<file path="config.mk">
export PLATFORM = sky130hd
export DESIGN_NAME = trap_seq_ctrl
export DESIGN_NICKNAME = d
export VERILOG_FILES = /design/src/rtl/trap_seq_pkg.sv /design/src/rtl/trap_req_arb.sv /design/src/rtl/trap_win_step.sv /design/src/rtl/trap_vec_form.sv /design/src/rtl/trap_seq_ctrl.sv
export SDC_FILE = /design/constraint.sdc
export NUM_CORES = 1
export LEC_CHECK = 0
export ABC_CLOCK_PERIOD_IN_PS = 10100
export BUFFER_PORTS_ARGS = -buffer_cell sky130_fd_sc_hd__buf_2
export CAP_MARGIN = 20
export CORE_MARGIN = 2
export CORE_UTILIZATION = 54
export CTS_CLUSTER_SIZE = 14
export DETAILED_ROUTE_END_ITERATION = 16
export PLACE_DENSITY_LB_ADDON = 0.05
export SYNTH_ARGS = -nofsm -noshare
export SYNTH_HDL_FRONTEND = slang
export SYNTH_SLANG_ARGS = --single-unit
</file>
<file path="constraint.sdc">
create_clock -name clk -period 10.1 [get_ports clk]
set_input_delay 0.505 -clock clk [delete_from_list [all_inputs] [get_ports clk]]
set_output_delay 0.505 -clock clk [all_outputs]
set_load 0.02 [all_outputs]
</file>
<file path="src/rtl/trap_seq_pkg.sv">
package trap_seq_pkg;
  localparam int XLEN       = 32;
  localparam int TT_W       = 8;
  localparam int VEC_LSB    = 4;
  localparam int INSN_BYTES = 4;

  typedef enum logic [1:0] {
    ACT_IDLE,
    ACT_ENTER,
    ACT_FAULT,
    ACT_RETURN
  } act_e;
endpackage

</file>
<file path="src/rtl/trap_req_arb.sv">
module trap_req_arb
  import trap_seq_pkg::*;
#(
  parameter int TW = TT_W
) (
  input  logic          hw_req,
  input  logic [TW-1:0] hw_tt,
  input  logic          sw_req,
  input  logic [TW-2:0] sw_opa,
  input  logic [TW-2:0] sw_opb,
  input  logic          ret_req,
  input  logic          et,
  input  logic          halted,
  output act_e          act,
  output logic [TW-1:0] tt
);
  logic [TW-2:0] sw_low;

  assign sw_low = sw_opa + sw_opb;

  // hardware type wins; software types sit in the upper half of the space
  always_comb begin
    tt = hw_req ? hw_tt : {1'b1, sw_low};
  end

  always_comb begin
    if (halted)       act = ACT_IDLE;
    else if (hw_req)  act = ACT_ENTER;
    else if (sw_req)  act = et ? ACT_ENTER : ACT_FAULT;
    else if (ret_req) act = ACT_RETURN;
    else              act = ACT_IDLE;
  end
endmodule

</file>
<file path="src/rtl/trap_win_step.sv">
module trap_win_step #(
  parameter int NWIN = 8,
  parameter int CW   = 3
) (
  input  logic [CW-1:0] cwp,
  output logic [CW-1:0] cwp_dec,
  output logic [CW-1:0] cwp_inc
);
  generate
    if ((NWIN & (NWIN - 1)) == 0) begin : g_pow2
      // natural wrap of the counter width
      assign cwp_dec = cwp - CW'(1);
      assign cwp_inc = cwp + CW'(1);
    end else begin : g_mod
      assign cwp_dec = (cwp == '0) ? CW'(NWIN - 1) : cwp - CW'(1);
      assign cwp_inc = (cwp == CW'(NWIN - 1)) ? '0 : cwp + CW'(1);
    end
  endgenerate
endmodule

</file>
<file path="src/rtl/trap_vec_form.sv">
module trap_vec_form
  import trap_seq_pkg::*;
#(
  parameter int XW = XLEN,
  parameter int TW = TT_W,
  localparam int BL = TW + VEC_LSB
) (
  input  logic [XW-BL-1:0] base_hi,
  input  logic [TW-1:0]    tt,
  output logic [XW-1:0]    vec,
  output logic [XW-1:0]    vec_nxt
);
  assign vec     = {base_hi, tt, {VEC_LSB{1'b0}}};
  assign vec_nxt = vec + XW'(INSN_BYTES);
endmodule

</file>
<file path="src/rtl/trap_seq_ctrl.sv">
module trap_seq_ctrl
  import trap_seq_pkg::*;
#(
  parameter int NWIN = 8,
  parameter int XW   = XLEN,
  parameter int TW   = TT_W,
  localparam int CW  = (NWIN > 1) ? $clog2(NWIN) : 1,
  localparam int BL  = TW + VEC_LSB
) (
  input  logic             clk,
  input  logic             rst,
  input  logic             hw_req,
  input  logic [TW-1:0]    hw_tt,
  input  logic             sw_req,
  input  logic [TW-2:0]    sw_opa,
  input  logic [TW-2:0]    sw_opb,
  input  logic             ret_req,
  input  logic [XW-1:0]    ret_opa,
  input  logic [XW-1:0]    ret_opb,
  input  logic             base_we,
  input  logic [XW-BL-1:0] base_wdata,
  input  logic [XW-1:0]    cur_pc,
  input  logic [XW-1:0]    cur_npc,
  output logic             redirect,
  output logic [XW-1:0]    redirect_pc,
  output logic [XW-1:0]    redirect_npc,
  output logic             save_we,
  output logic [XW-1:0]    save_l1,
  output logic [XW-1:0]    save_l2,
  output logic             annul_clr,
  output logic             st_et,
  output logic             st_s,
  output logic             st_ps,
  output logic [CW-1:0]    st_cwp,
  output logic [XW-1:0]    trap_base,
  output logic             err_mode
);
  localparam logic [XW-1:0] STEP = XW'(INSN_BYTES);

  act_e          act;
  logic [TW-1:0] tt;
  logic [XW-1:0] vec, vec_nxt, ret_tgt;
  logic [CW-1:0] cwp_dec, cwp_inc;
  logic          base_ok;

  trap_req_arb #(.TW(TW)) u_arb (
    .hw_req (hw_req),
    .hw_tt  (hw_tt),
    .sw_req (sw_req),
    .sw_opa (sw_opa),
    .sw_opb (sw_opb),
    .ret_req(ret_req),
    .et     (st_et),
    .halted (err_mode),
    .act    (act),
    .tt     (tt)
  );

  trap_win_step #(.NWIN(NWIN), .CW(CW)) u_win (
    .cwp    (st_cwp),
    .cwp_dec(cwp_dec),
    .cwp_inc(cwp_inc)
  );

  trap_vec_form #(.XW(XW), .TW(TW)) u_vec (
    .base_hi(trap_base[XW-1:BL]),
    .tt     (tt),
    .vec    (vec),
    .vec_nxt(vec_nxt)
  );

  assign ret_tgt = ret_opa + ret_opb;
  // a trap in the same cycle owns the base register
  assign base_ok = base_we && !err_mode && !hw_req && !sw_req;

  always_ff @(posedge clk) begin
    if (rst) begin
      redirect     <= 1'b0;
      redirect_pc  <= '0;
      redirect_npc <= '0;
      save_we      <= 1'b0;
      save_l1      <= '0;
      save_l2      <= '0;
      annul_clr    <= 1'b0;
      st_et        <= 1'b1;
      st_s         <= 1'b1;
      st_ps        <= 1'b0;
      st_cwp       <= '0;
      trap_base    <= '0;
      err_mode     <= 1'b0;
    end else begin
      redirect  <= 1'b0;
      save_we   <= 1'b0;
      annul_clr <= 1'b0;
      unique case (act)
        ACT_ENTER: begin
          redirect     <= 1'b1;
          redirect_pc  <= vec;
          redirect_npc <= vec_nxt;
          save_we      <= 1'b1;
          save_l1      <= cur_pc;
          save_l2      <= cur_npc;
          annul_clr    <= 1'b1;
          st_et        <= 1'b0;
          st_ps        <= st_s;
          st_s         <= 1'b1;
          st_cwp       <= cwp_dec;
          trap_base    <= vec;
        end
        ACT_FAULT: err_mode <= 1'b1;
        ACT_RETURN: begin
          redirect     <= 1'b1;
          redirect_pc  <= ret_tgt;
          redirect_npc <= ret_tgt + STEP;
          st_s         <= st_ps;
          st_et        <= 1'b1;
          st_cwp       <= cwp_inc;
        end
        default: ;
      endcase
      if (base_ok) trap_base[XW-1:BL] <= base_wdata;
    end
  end

  p_enter_state_r3: assert property (@(posedge clk) disable iff (rst)
    annul_clr |-> (!st_et && st_s && st_ps == $past(st_s) &&
                   st_cwp == (($past(st_cwp) == '0) ? CW'(NWIN - 1)
                                                     : CW'($past(st_cwp) - CW'(1)))));

  p_enter_vec_r2: assert property (@(posedge clk) disable iff (rst)
    annul_clr |-> (redirect && save_we && redirect_pc == trap_base &&
                   redirect_npc == redirect_pc + STEP &&
                   trap_base[VEC_LSB-1:0] == '0));

  p_return_state_r7: assert property (@(posedge clk) disable iff (rst)
    (redirect && !annul_clr) |-> (st_et && st_s == $past(st_ps) && !save_we));

  p_fault_quiet_r6: assert property (@(posedge clk) disable iff (rst)
    $rose(err_mode) |-> (!redirect && $stable(st_cwp) && $stable(trap_base)));

  p_err_sticky_r11: assert property (@(posedge clk) disable iff (rst)
    err_mode |=> err_mode);

  p_redirect_cause_r10: assert property (@(posedge clk) disable iff (rst)
    redirect |-> $past(hw_req || sw_req || ret_req));

  p_base_low_r8: assert property (@(posedge clk) disable iff (rst)
    !annul_clr |-> (trap_base[BL-1:0] == $past(trap_base[BL-1:0])));
endmodule

</file>
Yosys cells after proc, flatten, opt, wreduce, memory -nomap -nowiden
Index checks and enable logic that the tools add are counted.
{"block": "word_totals", "register_bits": 165, "input_bits": 176, "wordCells": 44}
{"block": "classes", "add_sub_neg": 6, "eq_ne": 3, "n_mux": 14, "n_reduce_logical": 8}
{"op": "$pmux 32 s2", "count": 2}
{"op": "$add 32x3->32 const B", "count": 2}
{"op": "$add 32x32->32", "count": 1}
{"op": "$mux 20", "count": 1}
{"op": "$mux 2", "count": 5}
{"op": "$mux 8", "count": 1}
{"op": "$add 7x7->7", "count": 1}
{"op": "$pmux 3 s2", "count": 1}
{"op": "$eq 2x2->1 const B", "count": 2}
{"op": "$pmux 1 s2", "count": 2}
{"op": "$add 3x1->3 const B", "count": 1}
{"op": "$logic_and 1x1->1", "count": 3}
{"op": "$logic_not 1->1", "count": 3}
{"op": "$sub 3x1->3 const B", "count": 1}
{"op": "$eq 2x1->1 const B", "count": 1}
{"op": "$mux 1", "count": 2}
{"op": "$reduce_bool 2->1", "count": 1}
{"op": "$reduce_or 2->1", "count": 1}

Depth between registers and ports, before layout
Gate-level depths: netlist of the first run.
{"block": "logic_depth", "ltp_word": 7, "ltp_mapped": 12, "ltp_nobuf": 12}

Hierarchy
Synthesis of the first run repeated with hierarchy kept, for this count alone.
{"block": "unflattened", "hier_cells": 1281, "area_unflattened_um2": 9938.3}
{"mod": "trap_seq_ctrl", "instances": 1, "cells_each": 1152, "area_each_um2": 9017.4, "seq_area_each_um2": 3383.2}
{"mod": "trap_vec_form", "instances": 1, "cells_each": 66, "area_each_um2": 488.0, "seq_area_each_um2": 0.0}
{"mod": "trap_req_arb", "instances": 1, "cells_each": 55, "area_each_um2": 371.6, "seq_area_each_um2": 0.0}
{"mod": "trap_win_step", "instances": 1, "cells_each": 8, "area_each_um2": 61.3, "seq_area_each_um2": 0.0}

Least setup slack after synthesis of the first run
OpenSTA, ideal clock, no wires.
{"block": "synth_path", "path_kind": "input to register", "from": "in ret_opa[0]", "to": "reg redirect_npc[28]", "setup_time_ns": 0.122, "t_arrival_ns": 3.534, "required_time_ns": 9.978, "setup_slack_ns": 6.444, "path_stages": 11, "path_cell_list": "ha_1 fa_1 a21o_1 a221o_1 a211o_1 a221o_1 a211oi_2 nand4_2 nor4_4 a21oi_1 a311o_1"}
{"block": "synth_between", "elab_chain_len": 3}
{"element": "from (decl)", "line": "trap_seq_ctrl.sv:18", "text": "input logic [XW-1:0] ret_opa,"}
{"element": "$add 32x32->32", "line": "trap_seq_ctrl.sv:72", "text": "assign ret_tgt = ret_opa + ret_opb;"}
{"element": "$add 32x3->32", "line": "trap_seq_ctrl.sv:114", "text": "redirect_npc <= ret_tgt + STEP;"}
{"element": "$pmux 32 s2", "line": "trap_seq_ctrl.sv:95", "text": "unique case (act)"}
{"element": "to (signal assigned)", "line": "trap_seq_ctrl.sv:99", "text": "redirect_npc <= vec_nxt;"}
{"element": "to (signal assigned)", "line": "trap_seq_ctrl.sv:114"}
{"element": "to (decl)", "line": "trap_seq_ctrl.sv:26", "text": "output logic [XW-1:0] redirect_npc,"}
Every way passes these cells.
A chain may end at the register's enable or synchronous reset.

Worst setup path in the final report of the first run
{"block": "layout_path", "from": "in ret_opa[6]", "to": "reg redirect_npc[28]"}
The elaborated chain is that of the path after synthesis.

==> impl_summary.md, run 1 <==
Run status
The run finished with clean final reports.

Place
After detailed placement, the design holds a cell count of 1,644. The final RePlAce weighted congestion is 0.9656. The worst slack at placement is 5.964 ns.

The instance area after placement is 10,700 µm². The count of buffers added on input and output ports is 341. The HPWL after detailed placement is 21,130 µm.

Finish
The final standard cell utilization of the core is 68.76%. In the layout the commonest cells are sky130_fd_sc_hd__buf_2, sky130_fd_sc_hd__nand2_1, sky130_fd_sc_hd__dfxtp_1, sky130_fd_sc_hd__a21oi_1, sky130_fd_sc_hd__nor2_1. The layout cell share with drive strength beyond 1 is 28.02%.

Leaving out filler cells and counting taps, the final layout contains 1,676. The library cell used most frequently in the layout, excluding fill and tap cells, is sky130_fd_sc_hd__buf_2. Relative to the synthesized area, the layout overhead comes to 25.60%.

0 antenna diodes ended up in the layout. The cell area after layout is 11,280 µm². At the end of the flow, the number of nets in the layout was 1,660.

Global route
The via count of the first global-routing pass is 8,465. The initial antenna violation count is 0. Summed over all layers, the global routing overflow is 0. The total routing resource utilization after global routing is 30.66%. The first global-routing pass estimated 44,020 µm of wire. The largest net degree at the start of global routing is 81.

Yosys
The most frequently used flop master after synthesis is sky130_fd_sc_hd__dfxtp_1. In this run, synthesis produced a sequential element count of 163. The yosys synthesis warning count is 0.

Counting flops with a built-in enable in the synthesized netlist gives 0. Sequential elements use 36.33% of the synthesized area. The count of different cell masters after synthesis is 81.

The largest total area in the synthesized netlist belongs to sky130_fd_sc_hd__dfxtp_1. A synthesized cell averages 7.777 µm². The area share of the largest cell type after synthesis is 36.33%. The cell area that synthesis handed to floorplanning was 8982 µm². Of all flip-flops after synthesis, the portion carrying an async set or reset was 0%. Synthesis produced a netlist whose cell count is 1,155. After synthesis, the cell types taking the most area are sky130_fd_sc_hd__dfxtp_1, sky130_fd_sc_hd__nand2_1, sky130_fd_sc_hd__a21oi_1.

Worst setup path
For this run, the slowest stage of the critical path takes 0.70 ns. The required time at the endpoint of the critical path is 10.41 ns. The worst register-to-register path begins at err_mode. Together, buffers and inverters on the worst path number 1. The cell family contributing the most delay on the critical path is compound AO/OA/AOI/OAI gates. The critical path's most frequent cell is sky130_fd_sc_hd__a21oi_1. In this run the critical register-to-register path is captured at st_cwp[2]. The signal on the critical path passes through buf_2 > ha_1 > a21oi_1 > o21ai_1 > a21oi_1 > nor2_1 > a311oi_1 > nand4_2 > nor4_4 > a21oi_1 > a311o_1. The largest driver fanout on the critical path is 10. In this run the register-to-register setup slack is 7.37 ns. The worst setup path is launched from a primary input.

For this design, the slowest cell found on the critical path is sky130_fd_sc_hd__a311oi_1. Data arrives at the worst endpoint at 4.08 ns. Measured in cells, the most critical reg-to-reg path has a length of 7. The critical path starts at ret_opa[6]. The category of the worst setup path capture point is a register. The setup path with the least slack is of type in -> reg.

STA
Dividing the final minimum period by the clock period gives 37.33%. The hold violation total from the final report is 0. The final worst clock skew is 0.01661 ns. Setup violations remaining at the end of the flow were counted as 0. For the final routed database, the setup TNS stands at 0 ns. The final critical-path setup slack is 6.330 ns. For the pin with the worst max-slew slack, the measured transition is 1.085 ns.

The total count of max-transition violations in the final report was 0. Setup repair after global routing left no endpoint under its margin. Timing would allow up to 265.2 MHz. The final period demand of the worst path is 3.770 ns. The relative slew slack is 27.70%.

Clock network
The quantity of gates resized following cts is 0. TritonCTS built the clock tree. Clock tree synthesis inserted a total of 17 buffers. Once the clock tree was built, the setup fixing pass inserted 0 buffers. In this run, post-CTS hold repair placed 0 buffers.

The maximum number of buffers from clock root to sink is 2. The master cell of the clock root buffer is sky130_fd_sc_hd__clkbuf_16. The clock insertion delay at the later pin of the skew report is 0.43 ns. The clock transition time at the flip-flop clock pins of the worst setup and hold paths is 0.07 ns.

For this design, the sink count on the clock tree is 163. The CTS H-tree depth is 4.

Detailed routing
The average wire per cell in the routed design is 16.91 µm. In this run, the number of DRC markers left after iteration 0 of detailed routing was 924. The detailed-route vias per instance is 5.696. In the routed design, unresolved DRC markers number 0.

The final route contains 9,547 vias. The number of detailed-route iterations in the first pass is 7. The count of nets left with antenna violations once routing finished came out at 0. The routed wire length is 28,350 µm.

Power and ir drop
Dividing total power by cell area gives a power density of 166.2 nW/µm². Cell internal power was estimated by the tool at 1.242 mW. Summed over all nets, the switching power comes to 0.6324 mW. The combinational cell fraction of total power is 27.7%. The worst voltage drop across the vdd grid is 107.8 µV. The switching power share of the total is 33.73%.

The share of total power in the clock network is 34.2%. The static leakage is 5.182 nW. The register share of total power is 38.2%.

Floorplan
The initial utilization of the core area, before any placement, comes to 54.75%. The total core area is 16,410 µm². The number of primary I/O pins is 346. The width of the die is 133.0 µm. The die area is 17,680 µm².

From bottom edge to top edge, the die measures 133.0 µm. After floorplanning, the core was divided into 47 placement rows.

Worst hold path
The worst hold path depth is 3. The tightest min-delay check is of the in -> reg type. The startpoint of the most critical hold path is cur_pc[17].

The worst hold path terminates at save_l1[17].

Job
The number of max-capacitance violations reported is 0.
==> per-layer routing <==
layer | GRT usage (%) | wire (µm) | vias to the layer above | share of wire [%]
met5 | 0 | 0 | - | 0
met4 | 9.976 | 754 | 0 | 2.7
met3 | 4.368 | 1746 | 50 | 6.2
met2 | 52.01 | 13630 | 379 | 48
met1 | 40.26 | 12220 | 4399 | 43
li1 | - | - | 4719 | -
==> power by group through the flow <==
stage	clock, mW	sequential (mW)	combinational (mW)
final	0.641	0.715	0.519
after global routing	0.674	0.720	0.566
after CTS	0.647	0.715	0.514
after detailed placement	0	0.729	0.511
after global placement	0	0.727	0.506
after floorplan	0	0.784	0.296
==> worst max path at each step <==
stage                             to  cells after the start  slack (ns)
CTS                 redirect_npc[28]                     11        6.42
floorplan           redirect_npc[28]                     11        6.44
global placement    redirect_npc[28]                     12        6.06
detailed placement  redirect_npc[28]                     11        5.96
global route        redirect_npc[28]                     11        5.99
finish              redirect_npc[28]                     11        6.33
==> Yosys cell counts (all sizes together) (6+ instances only) <==
| library cell | count |
|---|---|
| a221oi | 11 |
| dfxtp | 163 |
| buf | 22 |
| nand3 | 14 |
| a31oi | 10 |
| xor2 | 12 |
| a211oi | 13 |
| a22oi | 18 |
| xnor2 | 31 |
| nand2b | 9 |
| nand4 | 15 |
| and3 | 17 |
| nor2 | 86 |
| a311oi | 6 |
| clkbuf | 60 |
| and2 | 13 |
| nor3 | 14 |
| ha | 38 |
| a21oi | 153 |
| o21ai | 39 |
| inv | 11 |
| a21o | 14 |
| nor4 | 9 |
| o21a | 9 |
| nand2 | 259 |
| o22ai | 7 |
| a222oi | 14 |
==> kinds of logic (layout without fill, tap and decap cells) <==
family	Yosys count	count (layout)	share of synthesized area (%)
simple gates	467	467	23.79
compound gates	343	343	24.84
flops	163	163	36.33
buf+inv	93	391	4.388
xor+xnor	43	43	4.193
fa+ha+maj	41	41	5.962
mux	4	4	0.4597
other cells	1	4	0.04175
==> area by class of cell <==
| type | instances | area (µm²) |
|---|---|---|
| multi-input combinational | 902 | 5356 |
| fill | 1445 | 5125 |
| sequential | 163 | 3263 |
| timing repair buffer | 348 | 1762 |
| clock buffer | 19 | 432.9 |
| tap | 220 | 275.3 |
| clock inverter | 13 | 151.4 |
| inverter | 11 | 41.29 |
==> state kept, by name, summed over array words and instances, names as in the netlist <==
register	flops
annul_clr	1
save_l1	32
redirect_npc	30
st_ps	1
st_et	1
trap_base	28
save_l2	32
err_mode	1
st_s	1
redirect	1
redirect_pc	32
st_cwp	3
==> worst reg2reg max path, stage by stage (launching register included) <==
cell and delay (ns):
sky130_fd_sc_hd__dfxtp_1 0.42, sky130_fd_sc_hd__nor3_2 0.21, sky130_fd_sc_hd__buf_4 0.47, sky130_fd_sc_hd__inv_1 0.54
sky130_fd_sc_hd__fa_1 0.55, sky130_fd_sc_hd__o21ai_0 0.21, sky130_fd_sc_hd__xnor2_1 0.14, sky130_fd_sc_hd__nor2_1 0.05
==> stage by stage <==
step | total power, mW | hold WS [ns]
finish | 1.875 | 0.3168
global route | 1.959 | 0.3068
CTS | 1.875 | 0.3013
detailed placement | 1.240 | 0.4433
global placement | 1.233 | 0.4391
floorplan | 1.080 | 0.5345
Note: power is estimated with default switching activity, not from simulation.
==> inputs of run 2 (changes only) <==
--- a/config.mk
+++ b/config.mk
@@ -5,11 +5,11 @@
 export SDC_FILE = /design/constraint.sdc
 export NUM_CORES = 1
 export LEC_CHECK = 0
-export ABC_CLOCK_PERIOD_IN_PS = 10100
+export ABC_CLOCK_PERIOD_IN_PS = 3130
 export BUFFER_PORTS_ARGS = -buffer_cell sky130_fd_sc_hd__buf_2
 export CAP_MARGIN = 20
 export CORE_MARGIN = 2
-export CORE_UTILIZATION = 54
+export CORE_UTILIZATION = 45
 export CTS_CLUSTER_SIZE = 14
 export DETAILED_ROUTE_END_ITERATION = 16
 export PLACE_DENSITY_LB_ADDON = 0.05
==> constraint.sdc (replaced) <==
create_clock -name clk -period 3.13 [get_ports clk]
set_input_delay 0.1565 -clock clk [delete_from_list [all_inputs] [get_ports clk]]
set_output_delay 0.1565 -clock clk [all_outputs]
set_load 0.02 [all_outputs]
==> impl_summary.md, run 2 (synthesis results as in run 1) <==
STA
The minimum hold slack is 0.02048 ns (was 0.3168 ns). The slew at the pin closest to its max-slew limit is 0.7594 ns (was 1.085 ns). Dividing the final minimum period by the clock period gives 94.50%. The final critical-path setup slack came to 0.1721 ns (was 6.330 ns). The final-report setup violation count is 0 (unchanged). The relative slew slack is 49.37% (was 27.70%). The total count of max-transition violations in the final report came to 0 (unchanged). The final worst clock skew was 0.009077 ns (was 0.01661 ns). Setup repair after global routing missed its margin: no (unchanged).

The hold violation total from the final report is 0 (unchanged). Timing would allow up to 338.1 MHz. The smallest clock period supported by the final layout is computed as 2.958 ns.

Finish
Biggest registers after layout: redirect_pc: 32 flops, save_l1: 32 flops, save_l2: 32 flops (unchanged). The total area of sequential cells is 3263 µm² (unchanged). The area added between synthesis and finish is 47.50% (was 25.60%). The final standard cell utilization of the core came to 67.85% (was 68.76%). Top library cells by usage in the layout, fill and taps aside: sky130_fd_sc_hd__buf_2, sky130_fd_sc_hd__nand2_1, sky130_fd_sc_hd__dfxtp_1, sky130_fd_sc_hd__a21oi_1, sky130_fd_sc_hd__buf_4 (was sky130_fd_sc_hd__buf_2, sky130_fd_sc_hd__nand2_1, sky130_fd_sc_hd__dfxtp_1, sky130_fd_sc_hd__a21oi_1, sky130_fd_sc_hd__nor2_1). The most common library cell in the layout ignoring fill and taps is sky130_fd_sc_hd__buf_2 (unchanged). The number of fill cells is 1,659 (was 1,445). The area of the multi-input gates is 5383 µm² (was 5356 µm²). The cell area after layout is 13,250 µm² (was 11,280 µm²). The layout cell share with drive strength beyond 1 is 32.47% (was 28.02%).

The layout net count is 1,873 (was 1,660).

Power and ir drop
The cell internal power dissipation is 4.414 mW (was 1.242 mW). The worst voltage drop across the vdd grid is 385.9 µV (was 107.8 µV). The static leakage came to 6.202 nW (was 5.182 nW). The power density over cell area came to 496.8 nW/µm² (was 166.2 nW/µm²). The register share of total power was 35.1% (was 38.2%). The total power draw came to 6.582 mW (was 1.875 mW). The share of total power in the clock network is 33.8% (was 34.2%). The switching power share of the total is 32.94% (was 33.73%). The switching power is 2.168 mW (was 0.6324 mW). The combinational cell fraction of total power is 31.1% (was 27.7%).

Worst setup path
The critical path's most frequent cell is sky130_fd_sc_hd__a221o_1 (was sky130_fd_sc_hd__a21oi_1). Critical path, cell by cell: buf_2 > ha_4 > fa_2 > a21o_1 > a221o_1 > a211o_1 > a221o_1 > a211oi_2 > nand4_2 > nor4_4 > buf_4 > a21oi_1 > a311o_1 (was buf_2 > ha_1 > a21oi_1 > o21ai_1 > a21oi_1 > nor2_1 > a311oi_1 > nand4_2 > nor4_4 > a21oi_1 > a311o_1). The required time at the endpoint of the critical path came to 3.44 ns (was 10.41 ns). The startpoint type of the worst setup path is a primary input (unchanged). The largest incremental delay on the critical path came to 0.37 ns (was 0.70 ns). The category of the worst setup path capture point is a register (unchanged).

The classification of the worst setup path is in -> reg (unchanged). The worst path arrival time was 3.27 ns (was 4.08 ns). The largest driver fanout on the critical path is 7 (was 10). The standard cell with the maximum stage delay on the critical path is sky130_fd_sc_hd__fa_2 (was sky130_fd_sc_hd__a311oi_1).

Place
The estimated wirelength of the detail-placed design came to 23,200 µm (was 21,130 µm). The final RePlAce weighted congestion is 0.8731 (was 0.9656). The number of buffer cells added on primary ports is 341 (unchanged). The instance area after placement was 11,780 µm² (was 10,700 µm²). The worst slack at placement is -0.2656 ns (was 5.964 ns).

Clock network
The post-CTS setup repair buffer count is 0 (unchanged). The CTS tree is yes (unchanged). The total clock sinks is 163 (unchanged). The clock transition time at the flip-flop clock pins of the worst setup and hold paths is 0.07 ns (about the same).

The master cell of the clock root buffer was sky130_fd_sc_hd__clkbuf_16 (unchanged). The clock insertion delay at the later pin of the skew report is 0.42 ns (was 0.43 ns). The number of buffers inserted during clock tree synthesis is 17 (unchanged). The CTS H-tree depth came to 4 (unchanged). The maximum number of buffers from clock root to sink came to 2 (unchanged).

Detailed routing
The routed wire length was 31,740 µm (was 28,350 µm). The routed wire length on met3 was 1971 µm (was 1746 µm). The count of routing violations after the opening detailed-route iteration came to 716 (was 924). The count of nets left with antenna violations after detail routing is 0 (unchanged). The number of detailed-route iterations in the first pass is 7 (unchanged). The detailed-route vias per instance is 5.402 (was 5.696). The wire length on met1 was 13,260 µm (was 12,220 µm). The highest signal layer in the routed design is met4 (unchanged).

The detailed-route DRC error count is 0 (unchanged). The routed wire length on met2 is 15,240 µm (was 13,630 µm). The count of vias placed by the detailed router came to 10,460 (was 9,547).

The average wire per cell in the routed design is 16.39 µm (was 16.91 µm).

Floorplan
The width of the die is 145.3 µm (was 133.0 µm). The die area came to 21,110 µm² (was 17,680 µm²). The number of primary I/O pins is 346 (unchanged). The initial core utilization is 46.00% (was 54.75%).

The total core area is 19,530 µm² (was 16,410 µm²). The vertical die dimension came to 145.3 µm (was 133.0 µm). The number of cell rows is 51 (was 47).

Global route
The aggregate global routing overflow was 0 (unchanged). The first-pass GRT wire length was 49,670 µm (was 44,020 µm). The initial antenna violation count is 2 (was 0). The via count of the first global-routing pass is 9,554 (was 8,465). The largest net degree at the start of global routing was 73 (was 81).

The total routing resource utilization after global routing was 28.76% (was 30.66%).

Run status
Status: finished clean (unchanged).

Job
The number of max-capacitance violations reported is 0 (unchanged).

Worst hold path
The worst hold-check path type is in -> reg (unchanged).
[run 2: cell types whose count changed in the layout (fill, tap and decap cells not counted), moves of 2 or more]
cell,change
sky130_fd_sc_hd__buf_12,+2
sky130_fd_sc_hd__buf_4,+128
sky130_fd_sc_hd__clkbuf_1,-2
sky130_fd_sc_hd__clkinvlp_4,-3
sky130_fd_sc_hd__diode_2,+2
sky130_fd_sc_hd__dlygate4sd3_1,+83
sky130_fd_sc_hd__inv_8,+3
[run 2: path summary, 6_finish.rpt]
path	slack (ns)	endpoint	startpoint	cells after the start
min	0.02	trap_base[12]	base_wdata[0]	3
min reg2reg	0.45	trap_base[10]	trap_base[10]	2
max reg2reg	1.13	redirect_npc[16]	err_mode	6
max	0.17	redirect_npc[28]	ret_opa[0]	13
[run 2: cell type report]
type	count	area share [%]
diodes	2	0.03777
clock buffers	18	3.315
clock inverters	14	1.454
inverters	11	0.3116
multi-input cells	902	40.63
flip-flops and latches	163	24.63
well taps	265	2.503
repair buffers	561	27.12
[run 2: routing by layer]
metal	vias to the layer above	global-route usage [%]
li1	5128	-
met1	4832	36.57
met2	427	48.20
met3	71	4.214
met4	0	13.14
met5	-	0
[run 2: stage by stage]
step / std cells / setup TNS [ns]
finish: 1936 / 0
floorplan: 1158 / -0.03870
CTS: 1934 / 0
global route: 1936 / 0
global placement: 1819 / -1.430
detailed placement: 1819 / -2.381
[run 2: what timing repair did]
action | in CTS | in global routing
endpoints found under the hold margin | 83 | 0
hold buffers | 83 | 0
gates resized for setup | 0 | 0
[run 2: worst max-delay path, delay by kind of cell]
kind	cells	cell delay [ns]
buf+inv	2	0.30
simple gates	2	0.38
compound gates	7	1.86
fa+ha+maj	2	0.54
[run 2: power by group through the flow]
stage	clock network, mW	registers [mW]	logic, mW
floorplan	0	2.53	0.960
global placement	0	2.35	1.92
detailed placement	0	2.35	1.94
CTS	2.26	2.31	2.03
global route	2.34	2.33	2.22
finish	2.22	2.31	2.05
